--- config.mk ---
export PLATFORM = sky130hd
export DESIGN_NAME = segdac_front
export DESIGN_NICKNAME = d
export VERILOG_FILES = /design/src/rtl/segdac_pkg.sv /design/src/rtl/segdac_in_reg.sv /design/src/rtl/segdac_thermo_dec.sv /design/src/rtl/segdac_pair_reg.sv /design/src/rtl/segdac_front.sv
export SDC_FILE = /design/constraint.sdc
export NUM_CORES = 1
export LEC_CHECK = 0
export BUFFER_PORTS_ARGS = -buffer_cell sky130_fd_sc_hd__buf_4
export CORE_UTILIZATION = 44
export DETAILED_ROUTE_END_ITERATION = 16
export PLACE_DENSITY_LB_ADDON = 0.12
export REMOVE_ABC_BUFFERS = 1
export SETUP_SLACK_MARGIN = 0.5
export SLEW_MARGIN = 30
export SYNTH_ARGS = -nofsm -noshare
export SYNTH_HDL_FRONTEND = slang
export SYNTH_SLANG_ARGS = --single-unit
--- constraint.sdc ---
create_clock -name clk -period 1.5 [get_ports clk]
set_input_delay 0 -clock clk [delete_from_list [all_inputs] [get_ports clk]]
set_output_delay 0 -clock clk [all_outputs]
set_load 0.005 [all_outputs]
--- src/rtl/segdac_pkg.sv ---
package segdac_pkg;
  localparam int SEGDAC_CODE_W = 10;
  localparam int SEGDAC_HI_W   = 5;
  localparam int SEGDAC_MID_W  = 4;

  function automatic int therm_len(input int field_w);
    return (1 << field_w) - 1;
  endfunction
endpackage

--- src/rtl/segdac_in_reg.sv ---
module segdac_in_reg #(
  parameter int W = 10
) (
  input  logic         clk,
  input  logic         rst,
  input  logic [W-1:0] d_i,
  output logic [W-1:0] q_o
);
  always_ff @(posedge clk) begin
    if (rst) q_o <= '0;
    else     q_o <= d_i;
  end

  // the capture stage clears on a reset edge
  assert_in_clear_R7: assert property (@(posedge clk) rst |=> (q_o == '0));
endmodule

--- src/rtl/segdac_thermo_dec.sv ---
module segdac_thermo_dec #(
  parameter int IN_W = 5,
  localparam int N   = (1 << IN_W) - 1
) (
  input  logic            clk,
  input  logic            rst,
  input  logic [IN_W-1:0] value_i,
  output logic [N-1:0]    therm_o
);
  for (genvar k = 0; k < N; k++) begin : g_level
    assign therm_o[k] = (value_i > IN_W'(k));
  end

  // the number of raised selects equals the field value
  assert_therm_count_R3: assert property (@(posedge clk) disable iff (rst)
    $countones(therm_o) == int'(value_i));
  // the raised selects form one unbroken run starting at bit 0
  assert_therm_contig_R4: assert property (@(posedge clk) disable iff (rst)
    ((therm_o & (therm_o + N'(1))) == '0));
endmodule

--- src/rtl/segdac_pair_reg.sv ---
module segdac_pair_reg #(
  parameter int W = 31
) (
  input  logic         clk,
  input  logic         rst,
  input  logic [W-1:0] sel_i,
  output logic [W-1:0] a_o,
  output logic [W-1:0] b_o
);
  always_ff @(posedge clk) begin
    if (rst) begin
      a_o <= '0;
      b_o <= '1;
    end else begin
      a_o <= sel_i;
      b_o <= ~sel_i;
    end
  end

  // the two selects of every switch stay complementary
  assert_pair_compl_R6: assert property (@(posedge clk) disable iff (rst)
    ((a_o ^ b_o) == '1));
  // a reset edge parks every switch on node B
  assert_pair_reset_R7: assert property (@(posedge clk)
    rst |=> ((a_o == '0) && (b_o == '1)));
  // the pair follows its select input one edge later
  assert_pair_follow_R2: assert property (@(posedge clk) disable iff (rst)
    !$past(rst) |-> (a_o == $past(sel_i)));
endmodule

--- src/rtl/segdac_front.sv ---
module segdac_front #(
  parameter int CODE_W = segdac_pkg::SEGDAC_CODE_W,
  parameter int HI_W   = segdac_pkg::SEGDAC_HI_W,
  parameter int MID_W  = segdac_pkg::SEGDAC_MID_W,
  localparam int LO_W  = CODE_W - HI_W - MID_W,
  localparam int HI_N  = (1 << HI_W) - 1,
  localparam int MID_N = (1 << MID_W) - 1
) (
  input  logic              clk,
  input  logic              rst,
  input  logic [CODE_W-1:0] code_i,
  output logic [HI_N-1:0]   coarse_a_o,
  output logic [HI_N-1:0]   coarse_b_o,
  output logic [MID_N-1:0]  mid_a_o,
  output logic [MID_N-1:0]  mid_b_o,
  output logic [LO_W-1:0]   lsb_a_o,
  output logic [LO_W-1:0]   lsb_b_o
);
  localparam int CODE_MAX = (1 << CODE_W) - 1;
  localparam int W_HI     = 1 << (MID_W + LO_W);
  localparam int W_MID    = 1 << LO_W;

  logic [CODE_W-1:0] code_q;
  logic [HI_W-1:0]   hi_field;
  logic [MID_W-1:0]  mid_field;
  logic [LO_W-1:0]   lo_field;
  logic [HI_N-1:0]   hi_therm;
  logic [MID_N-1:0]  mid_therm;

  segdac_in_reg #(.W(CODE_W)) u_in (
    .clk(clk), .rst(rst), .d_i(code_i), .q_o(code_q));

  assign hi_field  = code_q[CODE_W-1 -: HI_W];
  assign mid_field = code_q[LO_W +: MID_W];
  assign lo_field  = code_q[LO_W-1:0];

  segdac_thermo_dec #(.IN_W(HI_W)) u_hi_dec (
    .clk(clk), .rst(rst), .value_i(hi_field), .therm_o(hi_therm));
  segdac_thermo_dec #(.IN_W(MID_W)) u_mid_dec (
    .clk(clk), .rst(rst), .value_i(mid_field), .therm_o(mid_therm));

  segdac_pair_reg #(.W(HI_N)) u_hi_out (
    .clk(clk), .rst(rst), .sel_i(hi_therm), .a_o(coarse_a_o), .b_o(coarse_b_o));
  segdac_pair_reg #(.W(MID_N)) u_mid_out (
    .clk(clk), .rst(rst), .sel_i(mid_therm), .a_o(mid_a_o), .b_o(mid_b_o));
  segdac_pair_reg #(.W(LO_W)) u_lo_out (
    .clk(clk), .rst(rst), .sel_i(lo_field), .a_o(lsb_a_o), .b_o(lsb_b_o));

  // Checker-only: count clean edges since reset and form weighted totals
  logic [1:0] fill_q;
  int         a_total, b_total;
  always_ff @(posedge clk) begin
    if (rst)                fill_q <= '0;
    else if (fill_q != 2'd2) fill_q <= fill_q + 2'd1;
  end
  always_comb begin
    a_total = W_HI * $countones(coarse_a_o) + W_MID * $countones(mid_a_o) + int'(lsb_a_o);
    b_total = W_HI * $countones(coarse_b_o) + W_MID * $countones(mid_b_o) + int'(lsb_b_o);
  end

  // the A total matches the code from two edges back
  assert_a_total_R8: assert property (@(posedge clk) disable iff (rst)
    (fill_q == 2'd2) |-> (a_total == int'($past(code_i, 2))));
  // the B total carries the remainder of full scale
  assert_b_total_R8: assert property (@(posedge clk) disable iff (rst)
    (fill_q == 2'd2) |-> (b_total == CODE_MAX - int'($past(code_i, 2))));
  // the low switch follows bit 0 of the captured code
  assert_lsb_R5: assert property (@(posedge clk) disable iff (rst)
    (fill_q != 2'd0) |=> (lsb_a_o == $past(code_q[LO_W-1:0])));
endmodule

# Yosys cells after proc, flatten, opt, wreduce, memory -nomap -nowiden
# Cells that the tools add are included.
# totals
reg_bits,104
inputBits,12
output_inout_bits,94
wordCells,56
# op_classes
order_cmp,46
n_bitwise,3
# op_table
cell,n
"greater-than comparator 5 bit, second input constant",15
"greater-than comparator 5 x 4 -> 1 bit, second input constant",8
inverter 31 bit,1
"greater-than comparator 4 bit, second input constant",7
"greater-than comparator 5 x 3 -> 1 bit, second input constant",4
"greater-than comparator 4 x 3 -> 1 bit, second input constant",4
inverter 15 bit,1
"greater-than comparator 5 x 1 -> 1 bit, second input constant",2
"greater-than comparator 5 x 2 -> 1 bit, second input constant",2
"greater-than comparator 4 x 1 -> 1 bit, second input constant",2
"greater-than comparator 4 x 2 -> 1 bit, second input constant",2
inverter 1 bit,1

# Longest topological paths before layout
# Gate-level depths: netlist (run 1).
# logic_depth
word_depth,2
depth_mapped,5
mapped_depth_nobuf,3

# Modules after synthesis
# A second synthesis (run 1) with hierarchy kept.
# hier_totals
hier_cells,298
area_unflattened_um2,3223.1
# modules_own_cells
module,n_inst,cells_each,area_each_um2,seq_area_each_um2
segdac_pair_reg (u_hi_out),1,130,1659.1,1241.2
segdac_pair_reg (u_mid_out),1,63,803.3,600.6
segdac_thermo_dec (u_hi_dec),1,57,305.3,0.0
segdac_in_reg,1,20,262.8,200.2
segdac_thermo_dec (u_mid_dec),1,24,140.1,0.0
segdac_pair_reg (u_lo_out),1,4,52.6,40.0

# Worst setup path after synthesis (run 1)
# OpenSTA, ideal clock, no wires.
# synth_timing
path_kind,reg2reg
start,register u_in.q_o[9]
end,register u_hi_out.b_o[11]
setup_ns,0.123
arrival_ns,0.897
required_ns,1.377
slack_ns,0.480
stages_incl_launch_ff,5
path_buffers,2
period_less_slack_ns,1.020
cell_sequence,dfxtp_1 > buf_4 > buf_2 > a21oi_1 > or2_2
# synth_via
elab_chain_len,2
# synth_rtl
element,line,source
from (decl),segdac_in_reg.sv:7,output logic [W-1:0] q_o
from (signal assigned),segdac_in_reg.sv:11,else q_o <= d_i;
greater-than comparator 5 x 4 -> 1 bit,segdac_thermo_dec.sv:11,assign therm_o[k] = (value_i > IN_W'(k));
inverter 31 bit,segdac_pair_reg.sv:16,b_o <= ~sel_i;
to (signal assigned),segdac_pair_reg.sv:16,
to (decl),segdac_pair_reg.sv:8,output logic [W-1:0] b_o
# Every way passes these cells.
# A chain may end at the register's enable or synchronous reset.

# Worst setup path in the final report (run 1)
# layout_timing
start,register u_in.q_o[7]
end,register u_hi_out.b_o[8]
# Same word-level chain as after synthesis.

==> results.toml, run 1 <==
[die]
die_width_microns = 84.1
die_height_microns = 84.1
ioPinCount = 106
floorplan.initialDensity = 0.461
design.die.area_sq_mm = 0.00707
std_cell_core_area_sq_mm = 0.00642
fp-row-count = 29

[grt]
grt_antenna_before_repair = 0
grt.total_usage = 0.172
grt_pass1_wl_mm = 9.39
grt_start_max_net_pins = 31
via_count_of_the_first_global_routing_pass = 1976
global_route.overflow_total = 0

[routing]
dr_total_vias = 2153
route.antenna.remaining_nets = 0
number_of_vias_per_cell = 4.66
drt_first_pass_iters = 10
detailedRoute.firstIterationViolations = 48
postRouteWirelength_mm = 6.22
detail_routed_net_length_per_standard_cell_microns = 13.5
drcViolationCount = 20

[final_layout]
antennaDiodeCount = 0
fin_nets = 393
instances_no_fill = 462
drive_gt1_frac = 0.439
syn_to_final_growth_pct = 44.9
nFillCells = 490

[clock_network]
cts_sinks = 104
h-tree-depth = 3
cts.root.buffer_cell = "clkbuf_8"
cts_buffers = 9
cts.clk_slew.worst_paths_ns = 0.09
clock_tree_from_tritoncts = "done"
worst_skew_pair_latency_ns = 0.34
cts_buffer_depth = 2

[flow_run]
maxCapViolCount = 0

[pwr]
internal_pwr_total_mw = 4.05
irDropWorstVdd_mv = 0.540
switchingPower_mw = 1.13
power.clock.fraction = 0.348
power.leakage_nw = 1.90
switching_share = 0.218
power_dens_cells_mw_per_mm2 = 1210
sequential_power_share = 0.566
total_power_mw = 5.18
power.combinational.fraction = 0.087

[timing]
relSlewSlack = 0.771
timing.final.hold_violations = 0
worst-slew-pin-transition_ns = 0.342
rsz0062_at_grt = "yes"
timing.final.crit_period_ns = 1.08
final.period_utilization = 0.717
fin_worst_skew_ns = 0.00836
max_freq_ghz = 0.930
report.final.setup_viol = 0
totalNegativeSetupSlack_ns = 0
timing.final.ws_setup_ns = 0.425
drv_slew = 0

[placement]
post-dp-hpwl_mm = 4.02
dp_cells = 426
gpl.final_weighted_congestion = 0.729
placement.io_buffers = 105
place_worst_setup_slack_ns = 0.240

[synthesis]
synth_enable_flop_cells = 0
postSynthAreaPerCell_sq_um = 11.4
yosysWarnings = 0
synth_largest_area_cell = "dfxtp_1"
netlist_instances = 260
asyncSetResetFlopFracSynth = 0
synth.distinct_cells = 33
share_of_the_yosys_chip_area_belonging_to_registers = 0.703
synth_largest_type_area_fraction = 0.703
postSynthRegisterBits = 104
synth_ff_type = "dfxtp_1"
synthTopCellsByArea = "dfxtp_1 70%, nor2_1 3.3%, a21o_1 3.0%"
netlist_area_sq_mm = 0.00296

[setup_path]
setup.reg_to_reg.worst_slack_ns = 0.42
worst_setup_start_kind = "flip-flop"
cp.required_ns = 1.77
path_class = "reg -> reg"
setup.worst_path.end_class = "flip-flop"
critPathArrivalTime_ns = 1.35
critical_path.max_fanout = 5

[min_path]
hold_class = "in -> reg"

[status]
violations = "design-rule violations"
outcome = "complete, but fails checks"
-- sequential cells by signal, summed over array words and instances (netlist names) --
name and flops:
u_hi_out.a_o 31, u_hi_out.b_o 31, u_mid_out.a_o 15, u_mid_out.b_o 15, u_in.q_o 10, u_lo_out.a_o 1
u_lo_out.b_o 1
-- worst max-delay path, stage by stage (launching register included) --
cell and delay (ns):
dfxtp_4 0.38, buf_6 0.13, or3_4 0.38, a31oi_1 0.13
-- synth_stat cells, types with 3 or more instances --
master   instances
buf_2           12
dfxtp_1        104
nor2_1          26
or2_1            3
a21o_1          12
o21ai_0         15
nand2_1          9
inv_1            5
a21oi_1         15
a31oi_1          3
buf_4            6
nor3_1           3
or2_2            4
nor2b_1         11
and2_1           3
o21a_1           8
-- stage by stage --
stage                     cell area [sq um]  hold slack [ns]   util
after global placement                 3750            0.210  0.584
after detailed placement               3750            0.215  0.584
after floorplan                        2840           0.0691      -
after global routing                   4290           0.0344  0.669
after CTS                              4150          0.00934  0.647
final                                  4290           0.0247  0.669
-- cells in the final DEF, fill, tap and decap left out, types with 9 or more instances in the layout --
cell type,Yosys,routed
nor2b_1,11,11
a21oi_1,15,14
o21ai_0,15,12
buf_4,6,113
a21o_1,12,12
dfxtp_1,104,95
nor2_1,26,23
clkbuf_8,0,9
dlygate4sd3_1,0,10
-- final timing paths --
check	endpoint	depth (start not counted)	from
worst max-delay path	u_hi_out.b_o[8]	3	u_in.q_o[7]
worst min-delay path	u_hi_out.a_o[11]	2	rst
worst max register to register	u_hi_out.b_o[8]	3	u_in.q_o[7]
worst min register to register	u_lo_out.a_o	1	u_in.q_o[0]
-- metal layers --
metal	vias to the layer above	GRT usage	part of all wire
met5	-	0	0
met4	0	0.0909	0.017
met3	11	0.0425	0.055
met2	70	0.269	0.48
met1	989	0.218	0.45
li1	1083	-	-
-- cells by family (layout without fill, tap and decap cells) --
kind of cell           Yosys count  in the layout  share of synthesized area
AND/OR/NAND/NOR                 70             70                      0.122
buffers and inverters           28            153                     0.0532
flip-flops                     104            104                      0.703
AO/OA/AOI/OAI                   58             58                      0.122
-- layout make-up --
type	instances	area [sq um]	area share
flip-flops and latches	104	2110	0.492
repair buffers	130	1050	0.244
multi-input cells	128	801	0.186
clock buffers	9	124	0.0288
well taps	77	96.3	0.0224
clock inverters	6	85.1	0.0198
inverters	8	30.0	0.00699
-- power by group through the flow --
stage	Combinational (mW)	Clock, mW	Sequential (mW)
final	0.451	1.80	2.93
after floorplan	0.116	0	3.01
after CTS	0.413	1.84	2.94
after detailed placement	0.366	0	3.00
after global placement	0.361	0	3.00
after global routing	0.487	1.95	2.95
-- timing repair --
action,CTS,global route
hold buffers,10,0
resized for setup,24,23
hold endpoints to repair,10,0
pin swaps,3,6
setup buffers,3,6
cloned,1,1
setup endpoints to repair,71,44
Note: power is estimated with default switching activity, not from simulation.
==> run 2, diff against run 1 <==
Settings changed: ABC_AREA set to 1.
Clock period 1.5 ns to 1.09 ns, I/O delays scaled along.
==> results.toml, run 2 <==
[routing]
number_of_vias_per_cell = 4.41
postRouteWirelength_mm = 7.14
route.antenna.remaining_nets = 0
drcViolationCount = 0
drt_first_pass_iters = 4
highest_layer = "met4"
dr_total_vias = 2260
detail_routed_net_length_per_standard_cell_microns = 13.9
wl_met1_mm = 2.80
detailedRoute.firstIterationViolations = 92
met2_length_mm = 3.76
dr_wl_met3_microns = 402

[setup_path]
setup.worst_path.end_class = "flip-flop"
slowest_stage = "dfxtp_4"
worst_path_largest_cell_delay_ns = 0.39
worst_r2r_startpoint = "u_in.q_o[5]"
crit_path_cell_trace = "inv_4, nor2_4, buf_6, inv_1, o21ai_1"
cp.required_ns = 1.37
worst_setup_start_kind = "flip-flop"
setup.reg_to_reg.worst_slack_ns = 0.09
path_class = "reg -> reg"
reg2reg_depth = 5
critical_path.max_fanout = 3
endpoint_of_the_worst_register_to_register_path = "u_hi_out.a_o[14]"
critPathArrivalTime_ns = 1.28

[die]
std_cell_core_area_sq_mm = 0.00606
floorplan.initialDensity = 0.467
die_height_microns = 82.2
ioPinCount = 106
design.die.area_sq_mm = 0.00676
fp-row-count = 28
die_width_microns = 82.2

[final_layout]
antennaDiodeCount = 0
instances_no_fill = 513
reg.largest.list = "u_hi_out.a_o x31, u_hi_out.b_o x31"
fin_nets = 445
syn_to_final_growth_pct = 76.4
drive_gt1_frac = 0.703
most_frequent_cells_in_the_layout = "89 x buf_6, 71 x dfxtp_2, 50 x inv_1, 45 x buf_4, 24 x dfxtp_1"
layout.cells.most_common = "buf_6"

[timing]
report.final.setup_viol = 0
timing.final.ws_setup_ns = 0.0935
timing.final.crit_period_ns = 0.996
worst-slew-pin-transition_ns = 0.330
fin_worst_skew_ns = 0.00907
rsz0062_at_grt = "yes"
relSlewSlack = 0.780
drv_slew = 0
max_freq_ghz = 1.00
final.period_utilization = 0.914
timing.final.hold_violations = 0

[flow_run]
maxCapViolCount = 0

[synthesis]
netlist_instances = 282
synth_xor_area_frac = 0
postSynthRegisterBits = 104
synth_enable_flop_cells = 0
yosysWarnings = 0
synth_ff_type = "dfxtp_1"
synthTopCellsByArea = "dfxtp_1 74%, inv_1 8.9%, nand2_1 4.5%"
synth.most_common_cell = "dfxtp_1"
postSynthAreaPerCell_sq_um = 10.0
asyncSetResetFlopFracSynth = 0
fraction_of_the_mapped_netlist_area_in_compound_gates = 0.0437
synth_largest_type_area_fraction = 0.735
synth_top_family_by_area = "simple AND/OR/NAND/NOR gates"
synthAdderAreaFrac = 0
netlist_area_sq_mm = 0.00283
synth.distinct_cells = 19
share_of_the_yosys_chip_area_belonging_to_registers = 0.735
multiplexer_share_of_the_synthesized_area = 0
synth.top_cells.by_count = "104 x dfxtp_1, 67 x inv_1, 34 x nand2_1, 34 x nor2_1"
synth_area_in_simple_gates = 0.122
synth_largest_area_cell = "dfxtp_1"

[pwr]
power.leakage_nw = 2.36
irDropWorstVdd_mv = 1.27
power_dens_cells_mw_per_mm2 = 1460
total_power_mw = 7.30

[clock_network]
cts_buffers = 9
h-tree-depth = 3
cts.clk_slew.worst_paths_ns = 0.09
worst_skew_pair_latency_ns = 0.36
cts_sinks = 104
cts_buffer_depth = 2
cts.root.buffer_cell = "clkbuf_8"
clock_tree_from_tritoncts = "done"

[grt]
grt_antenna_before_repair = 0
grt_pass1_wl_mm = 9.79
global_route.overflow_total = 0
via_count_of_the_first_global_routing_pass = 2047
grt.total_usage = 0.201
grt_start_max_net_pins = 20

[placement]
post-dp-hpwl_mm = 4.14
place_worst_setup_slack_ns = -0.0731
placement.io_buffers = 105
dp_cells = 467
gpl.final_weighted_congestion = 0.879

[min_path]
worst_hold_startpoint = "rst"
min_path_cells = 2
hold-path-endpoint = "u_in.q_o[0]"
hold_class = "in -> reg"

[status]
outcome = "finished clean"
[run 2: cell count changes after synthesis, moves of 5 or more]
cell / before / now
buf_4: 6 / 1
o21a_1: 8 / 0
a21o_1: 12 / 0
nand2_1: 9 / 34
nor2b_1: 11 / 1
inv_1: 5 / 67
nor2_1: 26 / 34
buf_2: 12 / 3
[run 2: worst max-delay path: cells and delay by family (launching register included)]
family	cells	cell delay [ns]
simple gates	1	0.16
compound gates	1	0.15
buf+inv	3	0.23
flops	1	0.39
[run 2: layout make-up]
class | instances | area (sq um)
flip-flops and latches | 104 | 2200
repair buffers | 144 | 1440
fillers | 313 | 1060
multi-input cells | 105 | 777
inverters | 69 | 274
clock buffers | 12 | 155
well taps | 75 | 93.8
clock inverters | 4 | 51.3
[run 2: metal layers]
layer,vias to the layer above,global-route usage
li1,1122,-
met3,17,0.0637
met5,-,0
met4,0,0.0965
met1,1039,0.235
met2,82,0.334
[run 2: how the worst max path moves through the flow]
stage                start                to  slack (ns)  cells after the start
2_1_floorplan  u_in.q_o[5]  u_hi_out.b_o[30]        0.07                      5
3_3_place_gp   u_in.q_o[5]  u_hi_out.a_o[22]       -0.04                      5
3_5_place_dp   u_in.q_o[5]  u_hi_out.a_o[14]       -0.07                      5
4_1_cts        u_in.q_o[8]  u_hi_out.a_o[26]        0.12                      4
5_1_grt        u_in.q_o[9]  u_hi_out.a_o[20]        0.04                      6
6_report       u_in.q_o[5]  u_hi_out.a_o[14]        0.09                      5
[run 2: cell families after synthesis]
kind of cell / after synthesis
flip-flops: 104
AND/OR/NAND/NOR: 81
buffers and inverters: 73
AO/OA/AOI/OAI: 24
[run 2: metrics by stage]
step	area (sq um)	TNS (ns)	hold slack, ns	utilization
after floorplan	2810	0	0.0712	-
after global placement	3760	-0.0828	0.201	0.620
after detailed placement	3760	-0.126	0.205	0.620
after CTS	4610	0	0.00772	0.761
after global routing	5000	0	0.0268	0.824
final	5000	0	0.0202	0.824
[run 2: report_power, final]
part | internal, mW | switching, mW
logic | 0.452 | 0.358
registers | 3.97 | 0.104
clock network | 1.19 | 1.22
[run 2: timing repair]
| item | CTS | global route |
|---|---|---|
| endpoints found under the hold margin | 10 | 0 |
| setup buffers | 15 | 5 |
| pin swaps | 18 | 19 |
| hold buffers | 10 | 0 |
| setup endpoints to repair | 186 | 186 |
| gates resized for setup | 163 | 130 |
